$ cat config.mk
export PLATFORM = sky130hd
export DESIGN_NAME = smbreg_slave
export DESIGN_NICKNAME = d
export VERILOG_FILES = /design/src/rtl/smbreg_pkg.sv /design/src/rtl/smbreg_line.sv /design/src/rtl/smbreg_ctrl.sv /design/src/rtl/smbreg_datapath.sv /design/src/rtl/smbreg_slave.sv
export SDC_FILE = /design/constraint.sdc
export NUM_CORES = 1
export LEC_CHECK = 0
export BUFFER_PORTS_ARGS = -buffer_cell sky130_fd_sc_hd__buf_2
export CAP_MARGIN = 20
export CORE_UTILIZATION = 30
export DETAILED_ROUTE_END_ITERATION = 6
export PLACE_DENSITY = 0.45
export SKIP_CTS_REPAIR_TIMING = 1
export SLEW_MARGIN = 40
export SYNTH_ARGS = -nofsm -noshare
export SYNTH_HDL_FRONTEND = slang
export SYNTH_SLANG_ARGS = --single-unit
$ cat constraint.sdc
create_clock -name clk -period 4.4 [get_ports clk]
set_input_delay 1.32 -clock clk [delete_from_list [all_inputs] [get_ports clk]]
set_output_delay 1.32 -clock clk [all_outputs]
set_load 0.005 [all_outputs]
$ cat src/rtl/smbreg_pkg.sv
package smbreg_pkg;

  typedef enum logic [2:0] {
    ST_IDLE, ST_RX, ST_ACKW, ST_ACK, ST_TX, ST_MACK, ST_SKIP
  } ctrl_state_e;

  typedef enum logic [1:0] {
    PH_ADDR, PH_CMD, PH_COUNT, PH_DATA
  } phase_e;

  // strobes from control to datapath
  typedef struct packed {
    logic rxShift;
    logic txShift;
    logic txLoadCount;
    logic txLoadPtr;
    logic ptrSet;
    logic regWrite;
    logic remainSet;
    logic remainDec;
    logic ackDrive;
    logic txDrive;
  } strobe_t;

  // enable n lives in register 1 (n<3) or register 2 (n>=3)
  function automatic int oeRegIdx(input int n);
    return (n < 3) ? 1 : 2;
  endfunction

  function automatic int oeBitPos(input int n);
    return (n < 3) ? (4 - 2 * n) : (7 - (n - 3));
  endfunction

endpackage

$ cat src/rtl/smbreg_line.sv
module smbreg_line #(
  parameter int SYNC_STAGES = 2
) (
  input  logic clk,
  input  logic rstN,
  input  logic sclIn,
  input  logic sdaIn,
  output logic sdaLvl,
  output logic sclRise,
  output logic sclFall,
  output logic startEv,
  output logic stopEv
);
  logic [SYNC_STAGES-1:0] sclPipe;
  logic [SYNC_STAGES-1:0] sdaPipe;
  logic sclPrev;
  logic sdaPrev;
  logic sclLvl;

  assign sclLvl = sclPipe[SYNC_STAGES-1];
  assign sdaLvl = sdaPipe[SYNC_STAGES-1];

  always_ff @(posedge clk or negedge rstN) begin
    if (!rstN) begin
      sclPipe <= '1;
      sdaPipe <= '1;
      sclPrev <= 1'b1;
      sdaPrev <= 1'b1;
    end else begin
      sclPipe <= {sclPipe[SYNC_STAGES-2:0], sclIn};
      sdaPipe <= {sdaPipe[SYNC_STAGES-2:0], sdaIn};
      sclPrev <= sclLvl;
      sdaPrev <= sdaLvl;
    end
  end

  assign sclRise = sclLvl & ~sclPrev;
  assign sclFall = ~sclLvl & sclPrev;
  assign startEv = sclLvl & sclPrev & sdaPrev & ~sdaLvl;
  assign stopEv  = sclLvl & sclPrev & ~sdaPrev & sdaLvl;

endmodule

$ cat src/rtl/smbreg_ctrl.sv
module smbreg_ctrl
  import smbreg_pkg::*;
#(
  parameter logic [6:0] DEV_ADDR = 7'h6B
) (
  input  logic       clk,
  input  logic       rstN,
  input  logic       sclRise,
  input  logic       sclFall,
  input  logic       startEv,
  input  logic       stopEv,
  input  logic       sdaLvl,
  input  logic [7:0] rxByte,
  input  logic       remainZero,
  output strobe_t    st
);
  localparam logic [2:0] LAST_BIT = 3'd7;

  ctrl_state_e state;
  phase_e      phase;
  logic [2:0]  bitCnt;
  logic        isRead;
  logic        blockMode;
  logic        ackOn;
  logic        mAck;
  logic        dataAccept;

  assign dataAccept = !(blockMode && remainZero);

  always_comb begin
    st = '0;
    st.rxShift  = (state == ST_RX) && sclRise;
    st.txShift  = (state == ST_TX) && sclFall && (bitCnt != LAST_BIT);
    st.ackDrive = (state == ST_ACK) && ackOn;
    st.txDrive  = (state == ST_TX);
    if ((state == ST_ACKW) && sclFall) begin
      case (phase)
        PH_CMD:   st.ptrSet = 1'b1;
        PH_COUNT: st.remainSet = 1'b1;
        PH_DATA: begin
          st.regWrite  = dataAccept;
          st.remainDec = dataAccept && blockMode;
        end
        default: ;
      endcase
    end
    if ((state == ST_ACK) && sclFall && isRead) begin
      st.txLoadCount = blockMode;
      st.txLoadPtr   = !blockMode;
    end
    if ((state == ST_MACK) && sclFall && mAck) st.txLoadPtr = 1'b1;
  end

  always_ff @(posedge clk or negedge rstN) begin
    if (!rstN) begin
      state     <= ST_IDLE;
      phase     <= PH_ADDR;
      bitCnt    <= '0;
      isRead    <= 1'b0;
      blockMode <= 1'b0;
      ackOn     <= 1'b0;
      mAck      <= 1'b0;
    end else if (startEv) begin
      state  <= ST_RX;
      phase  <= PH_ADDR;
      bitCnt <= '0;
    end else if (stopEv) begin
      state <= ST_IDLE;
    end else begin
      case (state)
        ST_RX: if (sclRise) begin
          bitCnt <= bitCnt + 3'd1;
          if (bitCnt == LAST_BIT) state <= ST_ACKW;
        end
        ST_ACKW: if (sclFall) begin
          state <= ST_ACK;
          ackOn <= 1'b1;
          case (phase)
            PH_ADDR: begin
              if (rxByte[7:1] == DEV_ADDR) isRead <= rxByte[0];
              else state <= ST_SKIP;
            end
            PH_CMD:  blockMode <= rxByte[7];
            PH_DATA: ackOn <= dataAccept;
            default: ;
          endcase
        end
        ST_ACK: if (sclFall) begin
          bitCnt <= '0;
          if (isRead) begin
            state <= ST_TX;
          end else begin
            state <= ST_RX;
            case (phase)
              PH_ADDR:  phase <= PH_CMD;
              PH_CMD:   phase <= blockMode ? PH_COUNT : PH_DATA;
              default:  phase <= PH_DATA;
            endcase
          end
        end
        ST_TX: if (sclFall) begin
          bitCnt <= bitCnt + 3'd1;
          if (bitCnt == LAST_BIT) state <= ST_MACK;
        end
        ST_MACK: begin
          if (sclRise) mAck <= ~sdaLvl;
          if (sclFall) state <= mAck ? ST_TX : ST_SKIP;
        end
        default: ;
      endcase
    end
  end

endmodule

$ cat src/rtl/smbreg_datapath.sv
module smbreg_datapath
  import smbreg_pkg::*;
#(
  parameter int                      NUM_REGS   = 6,
  parameter int                      COUNT_IDX  = 4,
  parameter int                      PTR_W      = 7,
  parameter logic [NUM_REGS*8-1:0]   RESET_VALS = 48'hD8_06_08_E0_15_00
) (
  input  logic                  clk,
  input  logic                  rstN,
  input  strobe_t               st,
  input  logic                  sdaLvl,
  output logic [7:0]            rxByte,
  output logic                  remainZero,
  output logic                  sdaOe,
  output logic [NUM_REGS*8-1:0] regsOut
);
  localparam int               IDX_W     = (NUM_REGS > 1) ? $clog2(NUM_REGS) : 1;
  localparam logic [PTR_W-1:0] REG_LIMIT = PTR_W'(NUM_REGS);

  logic [7:0]       regFile [NUM_REGS];
  logic [7:0]       rxShiftReg;
  logic [7:0]       txShiftReg;
  logic [7:0]       remain;
  logic [PTR_W-1:0] ptr;
  logic             inRange;
  logic [7:0]       rdData;

  assign inRange    = ptr < REG_LIMIT;
  assign rdData     = inRange ? regFile[ptr[IDX_W-1:0]] : 8'h00;
  assign rxByte     = rxShiftReg;
  assign remainZero = (remain == 8'h00);
  assign sdaOe      = st.ackDrive | (st.txDrive & ~txShiftReg[7]);

  always_ff @(posedge clk or negedge rstN) begin
    if (!rstN) begin
      for (int i = 0; i < NUM_REGS; i++) regFile[i] <= RESET_VALS[i*8 +: 8];
      rxShiftReg <= '0;
      txShiftReg <= '1;
      remain     <= '0;
      ptr        <= '0;
    end else begin
      if (st.rxShift)   rxShiftReg <= {rxShiftReg[6:0], sdaLvl};
      if (st.ptrSet)    ptr <= rxShiftReg[PTR_W-1:0];
      if (st.remainSet) remain <= rxShiftReg;
      if (st.remainDec) remain <= remain - 8'd1;
      if (st.regWrite) begin
        if (inRange) regFile[ptr[IDX_W-1:0]] <= rxShiftReg;
        ptr <= ptr + 1'b1;
      end
      if (st.txLoadCount) txShiftReg <= regFile[COUNT_IDX];
      if (st.txLoadPtr) begin
        txShiftReg <= rdData;
        ptr        <= ptr + 1'b1;
      end
      if (st.txShift) txShiftReg <= {txShiftReg[6:0], 1'b0};
    end
  end

  for (genvar g = 0; g < NUM_REGS; g++) begin : g_regOut
    assign regsOut[g*8 +: 8] = regFile[g];
  end

endmodule

$ cat src/rtl/smbreg_slave.sv
module smbreg_slave
  import smbreg_pkg::*;
#(
  parameter logic [6:0]            DEV_ADDR    = 7'h6B,
  parameter int                    NUM_REGS    = 6,
  parameter int                    COUNT_IDX   = 4,
  parameter int                    NUM_OUT     = 6,
  parameter int                    SYNC_STAGES = 2,
  parameter logic [NUM_REGS*8-1:0] RESET_VALS  = 48'hD8_06_08_E0_15_00
) (
  input  logic                  clk,
  input  logic                  rstN,
  input  logic                  sclIn,
  input  logic                  sdaIn,
  output logic                  sdaOe,
  output logic [NUM_OUT-1:0]    outEn,
  output logic [NUM_REGS*8-1:0] regsOut
);
  logic       sdaLvl, sclRise, sclFall, startEv, stopEv;
  logic [7:0] rxByte;
  logic       remainZero;
  strobe_t    st;

  smbreg_line #(.SYNC_STAGES(SYNC_STAGES)) uLine (
    .clk(clk), .rstN(rstN), .sclIn(sclIn), .sdaIn(sdaIn),
    .sdaLvl(sdaLvl), .sclRise(sclRise), .sclFall(sclFall),
    .startEv(startEv), .stopEv(stopEv)
  );

  smbreg_ctrl #(.DEV_ADDR(DEV_ADDR)) uCtrl (
    .clk(clk), .rstN(rstN), .sclRise(sclRise), .sclFall(sclFall),
    .startEv(startEv), .stopEv(stopEv), .sdaLvl(sdaLvl),
    .rxByte(rxByte), .remainZero(remainZero), .st(st)
  );

  smbreg_datapath #(
    .NUM_REGS(NUM_REGS), .COUNT_IDX(COUNT_IDX), .RESET_VALS(RESET_VALS)
  ) uData (
    .clk(clk), .rstN(rstN), .st(st), .sdaLvl(sdaLvl),
    .rxByte(rxByte), .remainZero(remainZero), .sdaOe(sdaOe),
    .regsOut(regsOut)
  );

  for (genvar n = 0; n < NUM_OUT; n++) begin : g_outEn
    assign outEn[n] = regsOut[oeRegIdx(n) * 8 + oeBitPos(n)];
  end

endmodule

==> impl_metrics.py, run 1 <==
metrics = {
    "status": {
        "status": "finished, final reports clean",
    },
    "logic_synthesis": {
        "syn-num-nets": 421,
        "synth_edf_count": 0,
        "yosysMostFrequentCell": "mux2_2",
        "ys.flop_type": "dfrtp_1",
        "synthArstFlopShare_pct": 100,
        "synth-seq-area-share_pct": 50.2,
        "synth.top_cell.area_share_pct": 35.7,
        "yosysTopAreaCell": "dfrtp_1",
        "synth_cell_types": 59,
        "syn_area_um2": 4900,
        "ys_ff_latch": 97,
        "synth.avg_cell_area_um2": 11.9,
        "synthTopCellsByArea": "dfrtp_1, mux2_2, dfstp_2",
        "yosys_warnings": 0,
        "syn-instance-count": 412,
        "ys_top_cells_by_count": "mux2_2, dfrtp_1, dfstp_2",
    },
    "sta": {
        "fin_crit_ns": 3.21,
        "hold_violations": 0,
        "report.final.slew_viol_count": 0,
        "finalCritPeriodShare_pct": 73.0,
        "fmax_mhz": 311,
        "skew_ns": 0.0109,
        "finalSetupViolations": 0,
        "relSlewSlack_pct": 46.8,
        "whs_ns": 0.356,
        "worst_slew_pin_slew_ns": 0.798,
        "grt_setup_unrepaired": "false",
        "timing.setup.tns_ns": 0,
    },
    "worst_setup_path": {
        "cpLargestDelayFamily": "flip-flops",
        "crit_buf_inv": 1,
        "rrSetupSlack_ns": 1.70,
        "cp-start-kind": "flip-flop",
        "worstPathCellList": "nand2b_1 -> or2_2 -> o22ai_1 -> buf_2",
        "r2r-start": "uCtrl.state[2]",
        "arrival_ns": 1.89,
        "end_kind": "primary output",
        "rr_endpoint": "uData.remain[7]",
        "slowest_stage": "dfrtp_1",
        "crit_required_ns": 3.08,
        "max_stage_delay_ns": 0.63,
        "rr_worst_depth": 5,
        "timing_worst_setup_path_type": "reg -> out",
        "worst-path-max-fanout": 16,
    },
    "clocking": {
        "cts_root_buffer": "clkbuf_16",
        "clkTransAtPathRegs_ns": 0.07,
        "numCtsBuffers": 9,
        "clock_latency_ns": 0.35,
        "cts_tree": "yes",
        "clk_path_buf_depth": 2,
        "htree_levels": 3,
        "clkSinkCount": 97,
    },
    "power_and_ir_drop": {
        "total_power_mw": 2.19,
        "power.leakage_nw": 2.55,
        "power.density_nw_per_um2": 388,
        "vdd_drop_max_mv": 0.179,
    },
    "place": {
        "hpwl_um": 8350,
        "port-buffer-count": 58,
        "dp_cells": 659,
        "globalplace.congestion": 0.814,
    },
    "worst_hold_path": {
        "hold_end": "uLine.sdaPipe[1]",
        "min_from": "uLine.sdaPipe[0]",
        "hp-class": "reg -> reg",
        "min_path_cells": 0,
    },
    "global_route": {
        "grt_pass1_wl_um": 19700,
        "grt_max_degree": 75,
        "grt_pass1_vias": 3300,
        "grt_overflow": 0,
        "antenna_found_initial": 0,
        "gr-usage-all-layers_pct": 15.7,
    },
    "die": {
        "core-area_um2": 15900,
        "fp.dieW_um": 130,
        "initial_utilization_pct": 30.8,
        "die_area_um2": 16900,
        "num_io_pins": 59,
        "fp.dieH_um": 130,
        "rows": 46,
    },
    "routing": {
        "wl_met1_um": 6200,
        "wl_per_cell_um": 18.6,
        "drtIter0Drc": 232,
        "wl_met2_um": 5620,
        "num_vias": 3472,
        "dr.pass1.iters": 4,
        "drc_errors": 0,
        "vias_per_cell": 5.14,
        "wl_um": 12600,
        "maxUsedRoutingLayer": "met4",
        "antenna_left": 0,
        "wl_met3_um": 607,
    },
    "final_layout": {
        "layout.cells.non_filler": 675,
        "drive_gt1_share_pct": 42.5,
        "area_delta_synth_final_pct": 15.0,
        "n_antenna_cell": 0,
        "utilization_pct": 35.4,
        "layout.nets": 463,
    },
    "job": {
        "cap_violations": 0,
    },
}
routing by layer:
layer	up-vias	GRT usage, %
met5	-	0
met4	0	5.54
met3	10	2.13
met2	85	23.1
met1	1754	23.5
li1	1623	-
layout make-up:
class,instances,area [um2]
Timing Repair Buffer,63,334
Clock inverter,6,51.3
Multi-Input combinational cell,269,2240
Inverter,14,52.6
Tap cell,216,270
Clock buffer,10,229
Fill cell,1593,10300
Sequential cell,97,2460
sequential cells by signal, indices dropped and copies added, names as in the netlist, 2 cells and up:
name              cells
uLine.sdaPipe         2
uLine.sclPipe         2
uCtrl.phase           2
uCtrl.bitCnt          3
uData.remain          8
uData.ptr             7
uData.rxByte          8
uData.regsOut        48
uData.txShiftReg      8
uCtrl.state           3
how the worst max path moves through the flow:
stage | end | depth (start not counted) | startpoint
2_1_floorplan | sdaOe | 5 | uCtrl.state[2]
3_3_place_gp | sdaOe | 4 | uCtrl.state[0]
3_5_place_dp | sdaOe | 4 | uCtrl.state[0]
4_1_cts | sdaOe | 4 | uCtrl.state[0]
5_1_grt | sdaOe | 4 | uCtrl.state[0]
6_report | sdaOe | 4 | uCtrl.state[0]
where the power goes:
part | internal [mW] | switching, mW | leakage, nW
Sequential | 0.962 | 0.208 | 1.24
Combinational | 0.125 | 0.132 | 1.18
Clock | 0.393 | 0.368 | 0.139
cell families after synthesis:
logic type,after synthesis,share of synthesized area [%]
buffers and inverters,46,4.23
AND/OR/NAND/NOR,109,13.0
adder cells (fa/ha/maj),5,1.28
multiplexers,81,20.4
AO/OA/AOI/OAI,73,10.7
flip-flops,97,50.2
XOR/XNOR,1,0.179
cells in the final DEF, fill, tap and decap left out, drive strengths merged, types with 3 or more instances in the layout:
cell type / n
mux2: 71
a21o: 3
a222oi: 6
or3: 5
o21ai: 12
clkbuf: 10
nand2: 25
mux4: 8
clkinv: 4
and3: 9
nor3: 9
a221o: 3
a21oi: 13
nand3b: 4
dfrtp: 70
buf: 63
o221ai: 3
o22ai: 4
nor3b: 5
nand3: 13
a22oi: 10
dfstp: 27
nand2b: 4
nor2: 20
inv: 16
nor4: 4
ha: 5
nor4b: 3
through the flow:
stage / area [um2] / setup WS [ns]
final: 5640 / 1.19
after global routing: 5640 / 1.09
after CTS: 5640 / 1.17
after detailed placement: 5360 / 1.56
after global placement: 5350 / 1.65
after floorplan: 4900 / 1.80
Power figures use the tool's default switching activity.
==> inputs of run 2 (changes only) <==
PLACE_DENSITY = 0.46   (was 0.45)
clock period = 2.8 ns   (was 4.4 ns; I/O delays follow)
==> run 2 against run 1 <==
Compared with the run above:
- clock-buffer cell count fell by 1
- routed wire length rose by 2.5%
- sequential share of layout area fell by 0.96 points
- utilization rose by 0.82 points
- largest power group unchanged
- final area rose by 2.3%
- critical path depth fell by 1
==> impl_metrics.py, run 2 (synthesis results as in run 1) <==
metrics = {
    "routing": {
        "drtIter0Drc": 314,
        "antenna_left": 0,
        "wl_per_cell_um": 18.8,
        "num_vias": 3561,
        "dr.pass1.iters": 5,
        "vias_per_cell": 5.20,
        "drc_errors": 0,
        "wl_um": 12900,
    },
    "power_and_ir_drop": {
        "power.density_nw_per_um2": 637,
        "power.leakage_nw": 2.63,
        "vdd_drop_max_mv": 0.319,
    },
    "clocking": {
        "htree_levels": 3,
        "cts_tree": "yes",
        "numCtsBuffers": 9,
        "clock_latency_ns": 0.36,
        "clkSinkCount": 97,
        "clkTransAtPathRegs_ns": 0.07,
        "clk_path_buf_depth": 2,
        "cts_root_buffer": "clkbuf_16",
    },
    "worst_setup_path": {
        "cpLargestDelayFamily": "simple AND/OR/NAND/NOR gates",
        "crit_buf_inv": 1,
        "max_stage_delay_ns": 0.60,
        "arrival_ns": 1.77,
        "end_kind": "primary output",
        "worst-path-max-fanout": 16,
        "slowest_stage": "or3b_2",
        "worstPathCellList": "or3b_2 -> o22ai_1 -> buf_2",
        "cp-start-kind": "flip-flop",
        "crit_required_ns": 1.96,
        "timing_worst_setup_path_type": "reg -> out",
    },
    "sta": {
        "finalCritPeriodShare_pct": 93.2,
        "report.final.slew_viol_count": 0,
        "fin_crit_ns": 2.61,
        "finalSetupViolations": 0,
        "relSlewSlack_pct": 53.2,
        "fmax_mhz": 383,
        "hold_violations": 0,
        "skew_ns": 0.0127,
        "timing.setup.tns_ns": 0,
        "grt_setup_unrepaired": "false",
        "whs_ns": 0.356,
        "worst_slack_ns": 0.190,
        "worst_slew_pin_slew_ns": 0.693,
    },
    "job": {
        "cap_violations": 0,
    },
    "global_route": {
        "grt_max_degree": 41,
        "gr-usage-all-layers_pct": 16.6,
        "grt_pass1_vias": 3515,
        "antenna_found_initial": 0,
        "grt_overflow": 0,
        "grt_pass1_wl_um": 20800,
    },
    "final_layout": {
        "n_antenna_cell": 0,
        "final_area_um2": 5770,
        "largest_reg_flops": 48,
        "drive_gt1_share_pct": 44.1,
        "layout_common_cells": "mux2_2, dfrtp_1, buf_2",
        "final_common_cell": "mux2_2",
        "area_delta_synth_final_pct": 17.7,
        "layout.nets": 473,
    },
    "die": {
        "rows": 46,
        "die_area_um2": 16900,
        "num_io_pins": 59,
        "initial_utilization_pct": 30.8,
        "fp.dieH_um": 130,
        "fp.dieW_um": 130,
        "core-area_um2": 15900,
    },
    "place": {
        "hpwl_um": 8930,
        "globalplace.congestion": 0.766,
        "port-buffer-count": 58,
        "place_ws_ns": 0.397,
        "dpl_cell_area_um2": 5440,
    },
    "worst_hold_path": {
        "hp-class": "reg -> reg",
    },
    "status": {
        "status": "finished, final reports clean",
    },
}
## run 2: layout make-up
cell class | instances | area (um2)
fillers | 1601 | 10200
well taps | 216 | 270
repair buffers | 73 | 418
clock inverters | 7 | 106
multi-input cells | 269 | 2240
clock buffers | 9 | 225
inverters | 14 | 52.6
flip-flops and latches | 97 | 2460
## run 2: metrics by stage
| step | instances | utilization [%] | power, mW |
|---|---|---|---|
| 2_1_floorplan | 412 | - | 2.04 |
| 3_3_place_gp | 669 | 34.1 | 2.29 |
| 3_5_place_dp | 669 | 34.1 | 2.31 |
| 4_1_cts | 685 | 36.2 | 3.72 |
| 5_1_grt | 685 | 36.2 | 3.84 |
| 6_report | 685 | 36.2 | 3.67 |
## run 2: worst reg2reg max path, cell delays in order (launching register included)
cell and delay, ns:
dfrtp_1 0.70, nand4_1 0.17, nor4b_1 0.63, o41ai_1 0.19, a2111oi_0 0.49, o32a_1 0.20
## run 2: final timing paths
check,start,end,slack (ns),cells after the start
setup / recovery,uCtrl.state[0],sdaOe,0.19,3
hold / removal,uLine.sclPipe[0],uLine.sclPipe[1],0.36,0
setup reg to reg,uData.rxByte[2],uCtrl.state[0],0.35,5
hold reg to reg,uLine.sclPipe[0],uLine.sclPipe[1],0.36,0
max in group asynchronous,rstN,uData.regsOut[21],1.64,2
min in group asynchronous,rstN,uData.ptr[2],0.47,1
## run 2: power breakdown
group | internal [mW] | switching (mW)
Sequential | 1.51 | 0.285
Clock | 0.801 | 0.601
Combinational | 0.220 | 0.252
Total | 2.54 | 1.14
## run 2: per-layer routing
metal	GRT usage [%]	routed length, um
met1	24.2	6490
met2	24.7	5870
met3	2.26	294
met4	6.84	242
met5	0	0
